## config.mk

```make
export PLATFORM = sky130hd
export DESIGN_NAME = irq_thresh_arb
export DESIGN_NICKNAME = d
export VERILOG_FILES = /design/src/rtl/irq_arb_pkg.sv /design/src/rtl/irq_arb_elig.sv /design/src/rtl/irq_arb_pick.sv /design/src/rtl/irq_arb_tree.sv /design/src/rtl/irq_arb_out.sv /design/src/rtl/irq_thresh_arb.sv
export SDC_FILE = /design/constraint.sdc
export NUM_CORES = 1
export LEC_CHECK = 0
export ABC_AREA = 1
export BUFFER_PORTS_ARGS = -buffer_cell sky130_fd_sc_hd__buf_2
export CAP_MARGIN = 0
export CORE_UTILIZATION = 58
export CTS_BUF_LIST = sky130_fd_sc_hd__clkbuf_16
export DETAILED_ROUTE_END_ITERATION = 12
export PLACE_DENSITY_LB_ADDON = 0.15
export RECOVER_POWER = 100
export SLEW_MARGIN = 40
export SYNTH_ARGS = -nofsm -noshare
export SYNTH_HDL_FRONTEND = slang
export SYNTH_SLANG_ARGS = --single-unit
export TNS_END_PERCENT = 50
```

## constraint.sdc

```tcl
create_clock -name clk -period 1 [get_ports clk]
set_input_delay 0.25 -clock clk [delete_from_list [all_inputs] [get_ports clk]]
set_output_delay 0.25 -clock clk [all_outputs]
set_load 0.02 [all_outputs]
```

## src/rtl/irq_arb_pkg.sv

```systemverilog
package irq_arb_pkg;

  // Output stage variant chosen per instance.
  typedef enum logic {
    STAGE_COMB = 1'b0,
    STAGE_REG  = 1'b1
  } stage_e;

  // Width needed to number NUM_SRC sources (at least one bit).
  function automatic int unsigned id_width(input int unsigned n);
    return ($clog2(n) < 1) ? 1 : $clog2(n);
  endfunction

  // Number of leaves of the balanced tree: next power of two.
  function automatic int unsigned leaf_count(input int unsigned n);
    return 1 << id_width(n);
  endfunction

  // Width of a tree node: valid flag, priority, source number.
  function automatic int unsigned node_width(input int unsigned prio_w,
                                             input int unsigned id_w);
    return 1 + prio_w + id_w;
  endfunction

endpackage

```

## src/rtl/irq_arb_elig.sv

```systemverilog
module irq_arb_elig #(
  parameter int unsigned NUM_SRC = 32,
  parameter int unsigned PRIO_W  = 3
) (
  input  logic                      clk,
  input  logic                      rst_n,
  input  logic [NUM_SRC-1:0]        pend_i,
  input  logic [NUM_SRC-1:0]        claim_i,
  input  logic [NUM_SRC-1:0]        en_i,
  input  logic [NUM_SRC*PRIO_W-1:0] prio_i,
  input  logic [PRIO_W-1:0]         thresh_i,
  output logic [NUM_SRC-1:0]        cand_o
);

  // Ready to be serviced, before the priority test.
  function automatic logic ready(input logic p, input logic c, input logic e);
    return p & ~c & e;
  endfunction

  // Strictly above the threshold.
  function automatic logic above(input logic [PRIO_W-1:0] pr,
                                 input logic [PRIO_W-1:0] th);
    return pr > th;
  endfunction

  logic [NUM_SRC-1:0] ready_w;
  logic [NUM_SRC-1:0] above_w;

  for (genvar k = 0; k < NUM_SRC; k++) begin : g_src
    logic [PRIO_W-1:0] pr_k;
    assign pr_k = prio_i[k*PRIO_W +: PRIO_W];

    if (k == 0) begin : g_reserved
      // Number 0 means "none"; it can never compete.
      assign ready_w[k] = 1'b0;
      assign above_w[k] = 1'b0;
    end else begin : g_real
      assign ready_w[k] = ready(pend_i[k], claim_i[k], en_i[k]);
      assign above_w[k] = above(pr_k, thresh_i);
    end

    assign cand_o[k] = ready_w[k] & above_w[k];

    // a zero priority never beats any threshold.
    assert_prio0_blocked_R7: assert property (@(posedge clk) disable iff (!rst_n)
      (pr_k == '0) |-> !cand_o[k]);

    // claimed or disabled sources are dropped.
    assert_claimed_blocked_R1: assert property (@(posedge clk) disable iff (!rst_n)
      (claim_i[k] || !en_i[k] || !pend_i[k]) |-> !cand_o[k]);
  end

  // the reserved number never becomes a candidate.
  assert_src0_never_R8: assert property (@(posedge clk) disable iff (!rst_n)
    !cand_o[0]);

endmodule

```

## src/rtl/irq_arb_pick.sv

```systemverilog
module irq_arb_pick #(
  parameter int unsigned PRIO_W = 3,
  parameter int unsigned ID_W   = 5,
  localparam int unsigned NODE_W = 1 + PRIO_W + ID_W
) (
  input  logic              clk,
  input  logic              rst_n,
  input  logic [NODE_W-1:0] lo_i,   // lower source numbers
  input  logic [NODE_W-1:0] hi_i,   // higher source numbers
  output logic [NODE_W-1:0] win_o
);

  // Node layout: {valid, priority, number}
  function automatic logic n_vld(input logic [NODE_W-1:0] n);
    return n[NODE_W-1];
  endfunction

  function automatic logic [PRIO_W-1:0] n_prio(input logic [NODE_W-1:0] n);
    return n[ID_W +: PRIO_W];
  endfunction

  function automatic logic [ID_W-1:0] n_id(input logic [NODE_W-1:0] n);
    return n[0 +: ID_W];
  endfunction

  // The upper half replaces the lower only on a strictly higher priority,
  // so equal priorities keep the lower source number.
  function automatic logic hi_takes(input logic [NODE_W-1:0] lo,
                                    input logic [NODE_W-1:0] hi);
    return n_vld(hi) && (!n_vld(lo) || (n_prio(hi) > n_prio(lo)));
  endfunction

  logic take_hi;
  assign take_hi = hi_takes(lo_i, hi_i);
  assign win_o   = take_hi ? hi_i : lo_i;

  // the surviving priority is not below either valid input.
  assert_pick_max_R3: assert property (@(posedge clk) disable iff (!rst_n)
    (n_vld(lo_i) && n_vld(hi_i)) |->
      (n_prio(win_o) >= n_prio(lo_i) && n_prio(win_o) >= n_prio(hi_i)));

  // on equal priority the lower half survives.
  assert_pick_tie_R4: assert property (@(posedge clk) disable iff (!rst_n)
    (n_vld(lo_i) && n_vld(hi_i) && n_prio(lo_i) == n_prio(hi_i)) |->
      (n_id(win_o) == n_id(lo_i)));

  // A valid input always yields a valid output.
  assert_pick_keep_R3: assert property (@(posedge clk) disable iff (!rst_n)
    (n_vld(lo_i) || n_vld(hi_i)) |-> n_vld(win_o));

endmodule

```

## src/rtl/irq_arb_tree.sv

```systemverilog
module irq_arb_tree
  import irq_arb_pkg::*;
#(
  parameter int unsigned NUM_SRC = 32,
  parameter int unsigned PRIO_W  = 3,
  localparam int unsigned ID_W   = id_width(NUM_SRC),
  localparam int unsigned LEAVES = leaf_count(NUM_SRC),
  localparam int unsigned LVLS   = ID_W,
  localparam int unsigned NODE_W = node_width(PRIO_W, ID_W)
) (
  input  logic                      clk,
  input  logic                      rst_n,
  input  logic [NUM_SRC-1:0]        cand_i,
  input  logic [NUM_SRC*PRIO_W-1:0] prio_i,
  output logic                      root_vld_o,
  output logic [PRIO_W-1:0]         root_prio_o,
  output logic [ID_W-1:0]           root_id_o
);

  for (genvar l = 0; l <= LVLS; l++) begin : g_lv
    logic [NODE_W-1:0] nd [LEAVES >> l];

    if (l == 0) begin : g_leaf
      for (genvar k = 0; k < LEAVES; k++) begin : g_k
        if (k < NUM_SRC) begin : g_real
          assign nd[k] = {cand_i[k], prio_i[k*PRIO_W +: PRIO_W], ID_W'(k)};
        end else begin : g_pad
          assign nd[k] = '0;
        end
      end
    end else begin : g_node
      for (genvar k = 0; k < (LEAVES >> l); k++) begin : g_k
        irq_arb_pick #(
          .PRIO_W (PRIO_W),
          .ID_W   (ID_W)
        ) u_pick (
          .clk   (clk),
          .rst_n (rst_n),
          .lo_i  (g_lv[l-1].nd[2*k]),
          .hi_i  (g_lv[l-1].nd[2*k+1]),
          .win_o (nd[k])
        );
      end
    end
  end

  logic [NODE_W-1:0] root_w;
  assign root_w      = g_lv[LVLS].nd[0];
  assign root_vld_o  = root_w[NODE_W-1];
  assign root_prio_o = root_w[ID_W +: PRIO_W];
  assign root_id_o   = root_w[0 +: ID_W];

  // the root is valid exactly when some candidate exists.
  assert_root_any_R5: assert property (@(posedge clk) disable iff (!rst_n)
    root_vld_o == (cand_i != '0));

  // the reported number is itself a candidate.
  assert_root_is_cand_R1: assert property (@(posedge clk) disable iff (!rst_n)
    root_vld_o |-> cand_i[root_id_o]);

endmodule

```

## src/rtl/irq_arb_out.sv

```systemverilog
module irq_arb_out
  import irq_arb_pkg::*;
#(
  parameter int unsigned ID_W  = 5,
  parameter stage_e      STAGE = STAGE_REG
) (
  input  logic            clk,
  input  logic            rst_n,
  input  logic            vld_i,
  input  logic [ID_W-1:0] id_i,
  output logic [ID_W-1:0] id_o,
  output logic            irq_o
);

  logic [ID_W-1:0] id_next;
  assign id_next = vld_i ? id_i : '0;

  if (STAGE == STAGE_REG) begin : g_reg
    logic [ID_W-1:0] id_q;
    logic            irq_q;
    always_ff @(posedge clk or negedge rst_n) begin
      if (!rst_n) begin
        id_q  <= '0;
        irq_q <= 1'b0;
      end else begin
        id_q  <= id_next;
        irq_q <= vld_i;
      end
    end
    assign id_o  = id_q;
    assign irq_o = irq_q;

    // reset clears both outputs.
    assert_reset_clear_R9: assert property (@(posedge clk)
      !rst_n |-> (id_o == '0 && !irq_o));
  end else begin : g_comb
    assign id_o  = id_next;
    assign irq_o = vld_i;
  end

  // request level and number agree (driven from separate sources).
  assert_req_match_R6: assert property (@(posedge clk) disable iff (!rst_n)
    irq_o == (id_o != '0));

endmodule

```

## src/rtl/irq_thresh_arb.sv

```systemverilog
module irq_thresh_arb
  import irq_arb_pkg::*;
#(
  parameter int unsigned NUM_SRC = 32,
  parameter int unsigned PRIO_W  = 3,
  parameter stage_e      STAGE   = STAGE_REG,
  localparam int unsigned ID_W   = id_width(NUM_SRC)
) (
  input  logic                      clk,
  input  logic                      rst_n,
  input  logic [NUM_SRC-1:0]        pend_i,
  input  logic [NUM_SRC-1:0]        claim_i,
  input  logic [NUM_SRC-1:0]        en_i,
  input  logic [NUM_SRC*PRIO_W-1:0] prio_i,
  input  logic [PRIO_W-1:0]         thresh_i,
  output logic [ID_W-1:0]           id_o,
  output logic                      irq_o
);

  logic [NUM_SRC-1:0] cand;
  logic               root_vld;
  logic [PRIO_W-1:0]  root_prio;
  logic [ID_W-1:0]    root_id;

  irq_arb_elig #(
    .NUM_SRC (NUM_SRC),
    .PRIO_W  (PRIO_W)
  ) u_elig (
    .clk      (clk),
    .rst_n    (rst_n),
    .pend_i   (pend_i),
    .claim_i  (claim_i),
    .en_i     (en_i),
    .prio_i   (prio_i),
    .thresh_i (thresh_i),
    .cand_o   (cand)
  );

  irq_arb_tree #(
    .NUM_SRC (NUM_SRC),
    .PRIO_W  (PRIO_W)
  ) u_tree (
    .clk         (clk),
    .rst_n       (rst_n),
    .cand_i      (cand),
    .prio_i      (prio_i),
    .root_vld_o  (root_vld),
    .root_prio_o (root_prio),
    .root_id_o   (root_id)
  );

  irq_arb_out #(
    .ID_W  (ID_W),
    .STAGE (STAGE)
  ) u_out (
    .clk   (clk),
    .rst_n (rst_n),
    .vld_i (root_vld),
    .id_i  (root_id),
    .id_o  (id_o),
    .irq_o (irq_o)
  );

  // the winning priority, taken at the tree root, clears the threshold.
  assert_root_above_thresh_R2: assert property (@(posedge clk) disable iff (!rst_n)
    root_vld |-> (root_prio > thresh_i));

  if (STAGE == STAGE_REG) begin : g_chk_reg
    // the reported source was ready and above threshold one edge earlier.
    assert_winner_ready_R1: assert property (@(posedge clk) disable iff (!rst_n)
      (id_o != '0) |-> 1'($past(pend_i & ~claim_i & en_i) >> id_o));
    assert_winner_above_R2: assert property (@(posedge clk) disable iff (!rst_n)
      (id_o != '0) |->
        (PRIO_W'($past(prio_i) >> (32'(id_o) * PRIO_W)) > $past(thresh_i)));
  end else begin : g_chk_comb
    assert_winner_ready_R1: assert property (@(posedge clk) disable iff (!rst_n)
      (id_o != '0) |-> 1'((pend_i & ~claim_i & en_i) >> id_o));
  end

endmodule

```

==> flow_summary.json, run 1 <==
{
  "status": "aborted with a tool error",
  "stop_stage": "4_1_cts",
  "firstError": "[ERROR DPL-0038] Utilization greater than 100%, impossible to legalize",
  "cts_buffers": 3,
  "netlist_area_um2": 6520,
  "syn_avg_cell_area_um2": 6.13,
  "syn-num-nets": 1436,
  "place_hpwl_um": 19800,
  "postCtsHoldBufs": 1,
  "yosysSeqAreaShare": 0.0230,
  "ios": 203,
  "yosys_warnings": 0,
  "synthCells": 1064,
  "cts.sinks": 6,
  "die_y_um": 108,
  "ys.flop_type": "dfrtp_1",
  "async_flop_share": 1.00,
  "gp_congestion": 0.924,
  "root_buffer": "clkbuf_16",
  "post_cts_buffers": 38,
  "cts.htree.levels": 1,
  "rows": 38,
  "post-place-ws_ps": -5510,
  "ys_top_cells_by_count": "274 x nand2_1, 175 x ha_1, 153 x inv_1, 101 x nand3_1, 68 x o21ai_0",
  "synth_enable_flop_cells": 0,
  "synth_area_leader_cell": "ha_1",
  "dpl-instance-area_um2": 9980,
  "port_buffers": 199,
  "start_util": 0.599,
  "synth_area_leaders": "ha_1 34%, nand2_1 16%, inv_1 8.8%",
  "synth_most_common_cell": "nand2_1",
  "clockBufferDepth": 2,
  "synth_cell_types": 42,
  "yosysTopAreaCellShare": 0.336,
  "post_cts_resized": 126,
  "synth_seq_cells": 6,
  "die_w_um": 108
}
-- cells by family after synthesis --
group                      synth area share
and+or+nand+nor                       0.397
adders and majority gates             0.336
AOI/OAI and AO/OA                     0.150
buffers and inverters                0.0942
DFF                                  0.0230
-- through the flow --
step | instances | hold WS (ps) | utilization
after detailed placement | 1677 | 79.4 | 0.916
after floorplan | 1064 | -45.6 | -
after global placement | 1677 | 75.1 | 0.916
==> run 2: changes to the inputs <==
--- a/config.mk
+++ b/config.mk
@@ -8,8 +8,7 @@
 export ABC_AREA = 1
 export BUFFER_PORTS_ARGS = -buffer_cell sky130_fd_sc_hd__buf_2
 export CAP_MARGIN = 0
-export CORE_UTILIZATION = 58
-export CTS_BUF_LIST = sky130_fd_sc_hd__clkbuf_16
+export CORE_UTILIZATION = 40
 export DETAILED_ROUTE_END_ITERATION = 12
 export PLACE_DENSITY_LB_ADDON = 0.15
 export RECOVER_POWER = 100
==> flow_summary.json, run 2 <==
{
  "yosys_warnings": 0,
  "final_cell_area_um2": 11700,
  "violations": "setup timing",
  "fin_ws_ps": -5090,
  "crit_fanout": 7,
  "fmax_mhz": 164,
  "start_kind": "input pin",
  "path_clk_slew_ps": 40,
  "first_pass_iters": 7,
  "synthCells": 1064,
  "place_hpwl_um": 16800,
  "power_leakage_nw": 6.52,
  "pwr_density_cell_nw_per_um2": 761,
  "holdWs_ps": 480,
  "required_ps": 1120,
  "netlist_area_um2": 6520,
  "worst_path_largest_cell_delay_ps": 300,
  "gp_congestion": 0.850,
  "antenna_left": 0,
  "cts_buffers": 3,
  "layoutNonFillerInstCount": 1842,
  "switching_share": 0.449,
  "cpMostUsedCell": "buf_4",
  "grt_pass1_vias": 8143,
  "synth_enable_flop_cells": 0,
  "synth_seq_cells": 6,
  "grt_max_degree": 25,
  "largest_reg_flops": 5,
  "worst_setup_path_end_kind": "flip-flop",
  "synth_most_common_cell": "nand2_1",
  "hold_violations": 0,
  "synth_area_leader_cell": "ha_1",
  "slowest_stage": "ha_1",
  "n_antenna_cell": 0,
  "timing.final.crit_share": 6.09,
  "wl_met2_um": 11500,
  "drcViolationCount": 0,
  "antenna_found_initial": 0,
  "grt_overflow": 0,
  "final_common_cell": "buf_4",
  "final_util": 0.737,
  "p_int_w": 0.00491,
  "p_clk_frac": 0.075,
  "coreArea_um2": 15900,
  "syn-num-nets": 1436,
  "synth_area_leaders": "ha_1 34%, nand2_1 16%, inv_1 8.8%",
  "drive_gt1_frac": 0.472,
  "drv_cap": 0,
  "finalMaxSlewViolations": 0,
  "dp_cells": 1770,
  "vdd_drop_max_v": 0.000717,
  "drt-met1-wl_um": 9630,
  "wirelength_um": 22300,
  "die_w_um": 130,
  "fin_nets": 2000,
  "status": "finished with violations",
  "top_layer_used": "met4",
  "yosysTopAreaCellShare": 0.336,
  "synth_cell_types": 42,
  "ios": 203,
  "cp.buffers_inverters": 14,
  "crit_family": "simple AND/OR/NAND/NOR gates",
  "start_util": 0.411,
  "vias": 8936,
  "area_growth_syn_to_layout_pct": 79.5,
  "clockBufferDepth": 2,
  "cts.htree.levels": 1,
  "port_buffers": 199,
  "cts_tree": "built",
  "power_w": 0.00891,
  "path_class": "input pin to flip-flop",
  "rsz0062_at_grt": "yes",
  "root_buffer": "clkbuf_16",
  "drt_first_iter_violations": 261,
  "grt_pass1_wl_um": 34100,
  "pwr-share-comb": 0.881,
  "seqPwrFrac": 0.045,
  "yosysSeqAreaShare": 0.0230,
  "grt_util_all_layers": 0.243,
  "worst_pin_slew_ps": 574,
  "final_cell_mix": "340 x buf_4, 244 x nand2_1, 193 x buf_2, 143 x inv_1, 138 x ha_1",
  "route.met3.wl_um": 716,
  "slew_headroom": 0.614,
  "post-route-min-period_ps": 6090,
  "cp.arrival_ps": 6210,
  "dpl-instance-area_um2": 10200,
  "die_y_um": 130,
  "die-area_um2": 16800,
  "wire_per_inst_um": 12.1,
  "p_switching_w": 0.00400,
  "cts.sinks": 6,
  "rows": 46,
  "ys_top_cells_by_count": "274 x nand2_1, 175 x ha_1, 153 x inv_1, 101 x nand3_1, 68 x o21ai_0",
  "async_flop_share": 1.00,
  "vias_per_cell": 4.85,
  "worstHoldPathType": "input pin to async pin",
  "ys.flop_type": "dfrtp_1",
  "finalSetupViolCount": 7,
  "syn_avg_cell_area_um2": 6.13
}
-- run 2: cell counts after synthesis --
Identical to the previous run, type by type.
-- run 2: worst max path at each step --
stage               slack [ps]             to  cells past startpoint        start
CTS                      -4940  u_out.id_o[0]                     50  thresh_i[2]
detailed placement       -5440  u_out.id_o[1]                     50  thresh_i[1]
global placement         -5230  u_out.id_o[1]                     50  thresh_i[1]
floorplan                -5190  u_out.id_o[1]                     48  thresh_i[2]
finish                   -5090  u_out.id_o[0]                     48  thresh_i[1]
global route             -5560  u_out.id_o[1]                     49  thresh_i[2]
-- run 2: cell families after synthesis --
group / synth area share
flip-flops: 0.0230
buffers and inverters: 0.0942
AO/OA/AOI/OAI: 0.150
AND/OR/NAND/NOR: 0.397
adder cells (fa/ha/maj): 0.336
-- run 2: repair_timing --
action                                  in CTS  in global routing
setup buffers                               35                 29
gates cloned                                 2                  2
endpoints found under the setup margin       9                 11
hold buffers                                 1                  0
gates resized for setup                     86                103
pin swaps                                   44                 44
hold endpoints to repair                     6                  0
-- run 2: metal layers --
metal / GRT usage / vias to the layer above
met2: 0.475 / 179
met3: 0.0131 / 37
met1: 0.289 / 3970
met5: 0 / -
met4: 0.0554 / 0
li1: - / 4750
-- run 2: power by group through the flow --
stage                     clock network (W)  logic [W]  registers, W
after CTS                          0.000675    0.00680      0.000386
after global placement                    0    0.00597      0.000375
after global routing               0.000695    0.00869      0.000409
after detailed placement                  0    0.00614      0.000380
after floorplan                           0    0.00332      0.000511
final                              0.000666    0.00785      0.000397
-- run 2: layout make-up --
| cell class | count | area, um2 |
|---|---|---|
| clock buffers | 3 | 75.1 |
| fillers | 1260 | 4180 |
| inverters | 163 | 631 |
| multi-input cells | 895 | 6650 |
| flip-flops and latches | 6 | 150 |
| well taps | 216 | 270 |
| repair buffers | 559 | 3930 |
-- run 2: metrics by stage --
stage	setup slack, ps	TNS, ps
after detailed placement	-5440	-29660
after global routing	-5560	-30370
after CTS	-4940	-26990
after global placement	-5230	-28630
after floorplan	-5190	-28070
final	-5090	-27870
Note: power is estimated with default switching activity, not from simulation.
==> run 3: changes to the inputs <==
--- a/config.mk
+++ b/config.mk
@@ -10,6 +10,7 @@
 export CAP_MARGIN = 0
 export CORE_UTILIZATION = 40
 export DETAILED_ROUTE_END_ITERATION = 12
+export GPL_TIMING_DRIVEN = 0
 export PLACE_DENSITY_LB_ADDON = 0.15
 export RECOVER_POWER = 100
 export SLEW_MARGIN = 40
==> flow_summary.json, run 3 (synthesis gave the netlist of run 2 again) <==
{
  "status": "finished with violations",
  "violations": "setup timing",
  "p_switching_w": 0.00398,
  "hold_violations": 0,
  "drt_first_iter_violations": 300,
  "wirelength_um": 21300,
  "fmax_mhz": 158,
  "cp.arrival_ps": 6440,
  "dpl-instance-area_um2": 8020,
  "grt_overflow": 0,
  "vdd_drop_max_v": 0.000705,
  "cts_buffers": 3,
  "start_kind": "input pin",
  "drive_gt1_frac": 0.427,
  "nFillCells": 1461,
  "cts.htree.levels": 1,
  "die_w_um": 130,
  "clockBufferDepth": 2,
  "post-route-min-period_ps": 6320,
  "die_y_um": 130,
  "cts.sinks": 6,
  "area_growth_syn_to_layout_pct": 58.3,
  "die-area_um2": 16800,
  "grt_pass1_wl_um": 32600,
  "required_ps": 1120,
  "crit_fanout": 7,
  "worst_path_largest_cell_delay_ps": 290,
  "switching_share": 0.484,
  "cts_tree": "built",
  "vias": 8178,
  "final_cell_mix": "225 x nand2_1, 191 x buf_2, 141 x inv_1, 133 x ha_1, 123 x buf_4",
  "largest_reg_flops": 5,
  "power_leakage_nw": 5.53,
  "grt_pass1_vias": 7572,
  "final_cell_area_um2": 10300,
  "final_util": 0.650,
  "pwr-share-comb": 0.874,
  "grt_max_degree": 32,
  "root_buffer": "clkbuf_16",
  "p_int_w": 0.00425,
  "n_antenna_cell": 0,
  "slowest_stage": "ha_2",
  "seqPwrFrac": 0.047,
  "port_buffers": 199,
  "fin_nets": 1781,
  "worst_setup_path_end_kind": "flip-flop",
  "coreArea_um2": 15900,
  "start_util": 0.411,
  "final_common_cell": "nand2_1",
  "pwr_density_cell_nw_per_um2": 797,
  "timing.final.crit_share": 6.32,
  "path_class": "input pin to flip-flop",
  "drcViolationCount": 0,
  "multiInputGateArea_um2": 6960,
  "slew_headroom": 0.539,
  "vias_per_cell": 5.04,
  "rsz0062_at_grt": "yes",
  "place_hpwl_um": 14800,
  "antenna_left": 0,
  "ff_latch_area_um2": 150,
  "worstHoldPathType": "input pin to async pin",
  "rows": 46,
  "fin_ws_ps": -5320,
  "ios": 203,
  "grt_util_all_layers": 0.238,
  "wire_per_inst_um": 13.1,
  "finalMaxSlewViolations": 0,
  "cpMostUsedCell": "nand2_2",
  "p_clk_frac": 0.079,
  "finalSetupViolCount": 6,
  "gp_congestion": 0.829,
  "antenna_found_initial": 0,
  "startpoint": "thresh_i[2]",
  "worst_pin_slew_ps": 685,
  "first_pass_iters": 8,
  "path_clk_slew_ps": 40,
  "drv_cap": 0,
  "post-place-ws_ps": -6200
}
[run 3: changes by cell type in the layout (fill, tap and decap cells not counted), moves of 8 or more]
cell     previous run  this run
nand2_4            14        25
buf_4             340       123
o21ai_2            14        25
nand2_1           244       225
nand2_2            44        52
o21ai_0            32        24
[run 3: final timing paths]
kind / to / slack, ps / depth (start not counted)
hold / removal: u_out.id_o[3] / 460 / 2
max in group asynchronous: u_out.id_o[4] / 270 / 2
min in group clk: u_out.id_o[0] / 800 / 9
setup / recovery: u_out.id_o[0] / -5320 / 48
[run 3: final cells by class]
class,instances,area share
Multi-Input combinational cell,895,0.674
Timing Repair Buffer,340,0.217
Inverter,163,0.0608
Tap cell,216,0.0262
Sequential cell,6,0.0145
Clock buffer,3,0.00727
[run 3: repair_timing]
item / CTS / global route
hold endpoints to repair: 6 / 0
pin swaps: 86 / 49
gates cloned: 3 / 0
hold buffers: 1 / 0
setup endpoints to repair: 7 / 10
resized for setup: 178 / 100
buffers inserted: 109 / 28
[run 3: worst max-delay path, delay by kind of cell]
kind | cells | cell delay (ps)
fa+ha+maj | 5 | 1350
buf+inv | 11 | 1200
simple gates | 22 | 2120
compound gates | 10 | 1490
[run 3: power by group through the flow]
stage               clock network (W)  registers [W]  logic (W)
CTS                          0.000652       0.000372    0.00621
global placement                    0       0.000368    0.00476
finish                       0.000653       0.000384    0.00719
floorplan                           0       0.000511    0.00332
detailed placement                  0       0.000374    0.00487
global route                 0.000680       0.000395    0.00793
[run 3: stage by stage]
stage / std cells / setup TNS [ps] / total power (W) / hold slack, ps
after floorplan: 1064 / -28070 / 0.00383 / -45.6
after global placement: 1479 / -35100 / 0.00512 / 84.5
after detailed placement: 1481 / -33450 / 0.00524 / 85.4
after CTS: 1597 / -27120 / 0.00723 / 400
after global routing: 1623 / -30570 / 0.00901 / 517
final: 1623 / -28680 / 0.00823 / 464
[run 3: routing by layer]
metal / up-vias / global-route usage / routed length (um)
met5: - / 0 / 0
met4: 0 / 0.0547 / 414
met3: 34 / 0.0156 / 580
met2: 178 / 0.456 / 10900
met1: 3645 / 0.286 / 9380
li1: 4321 / - / -
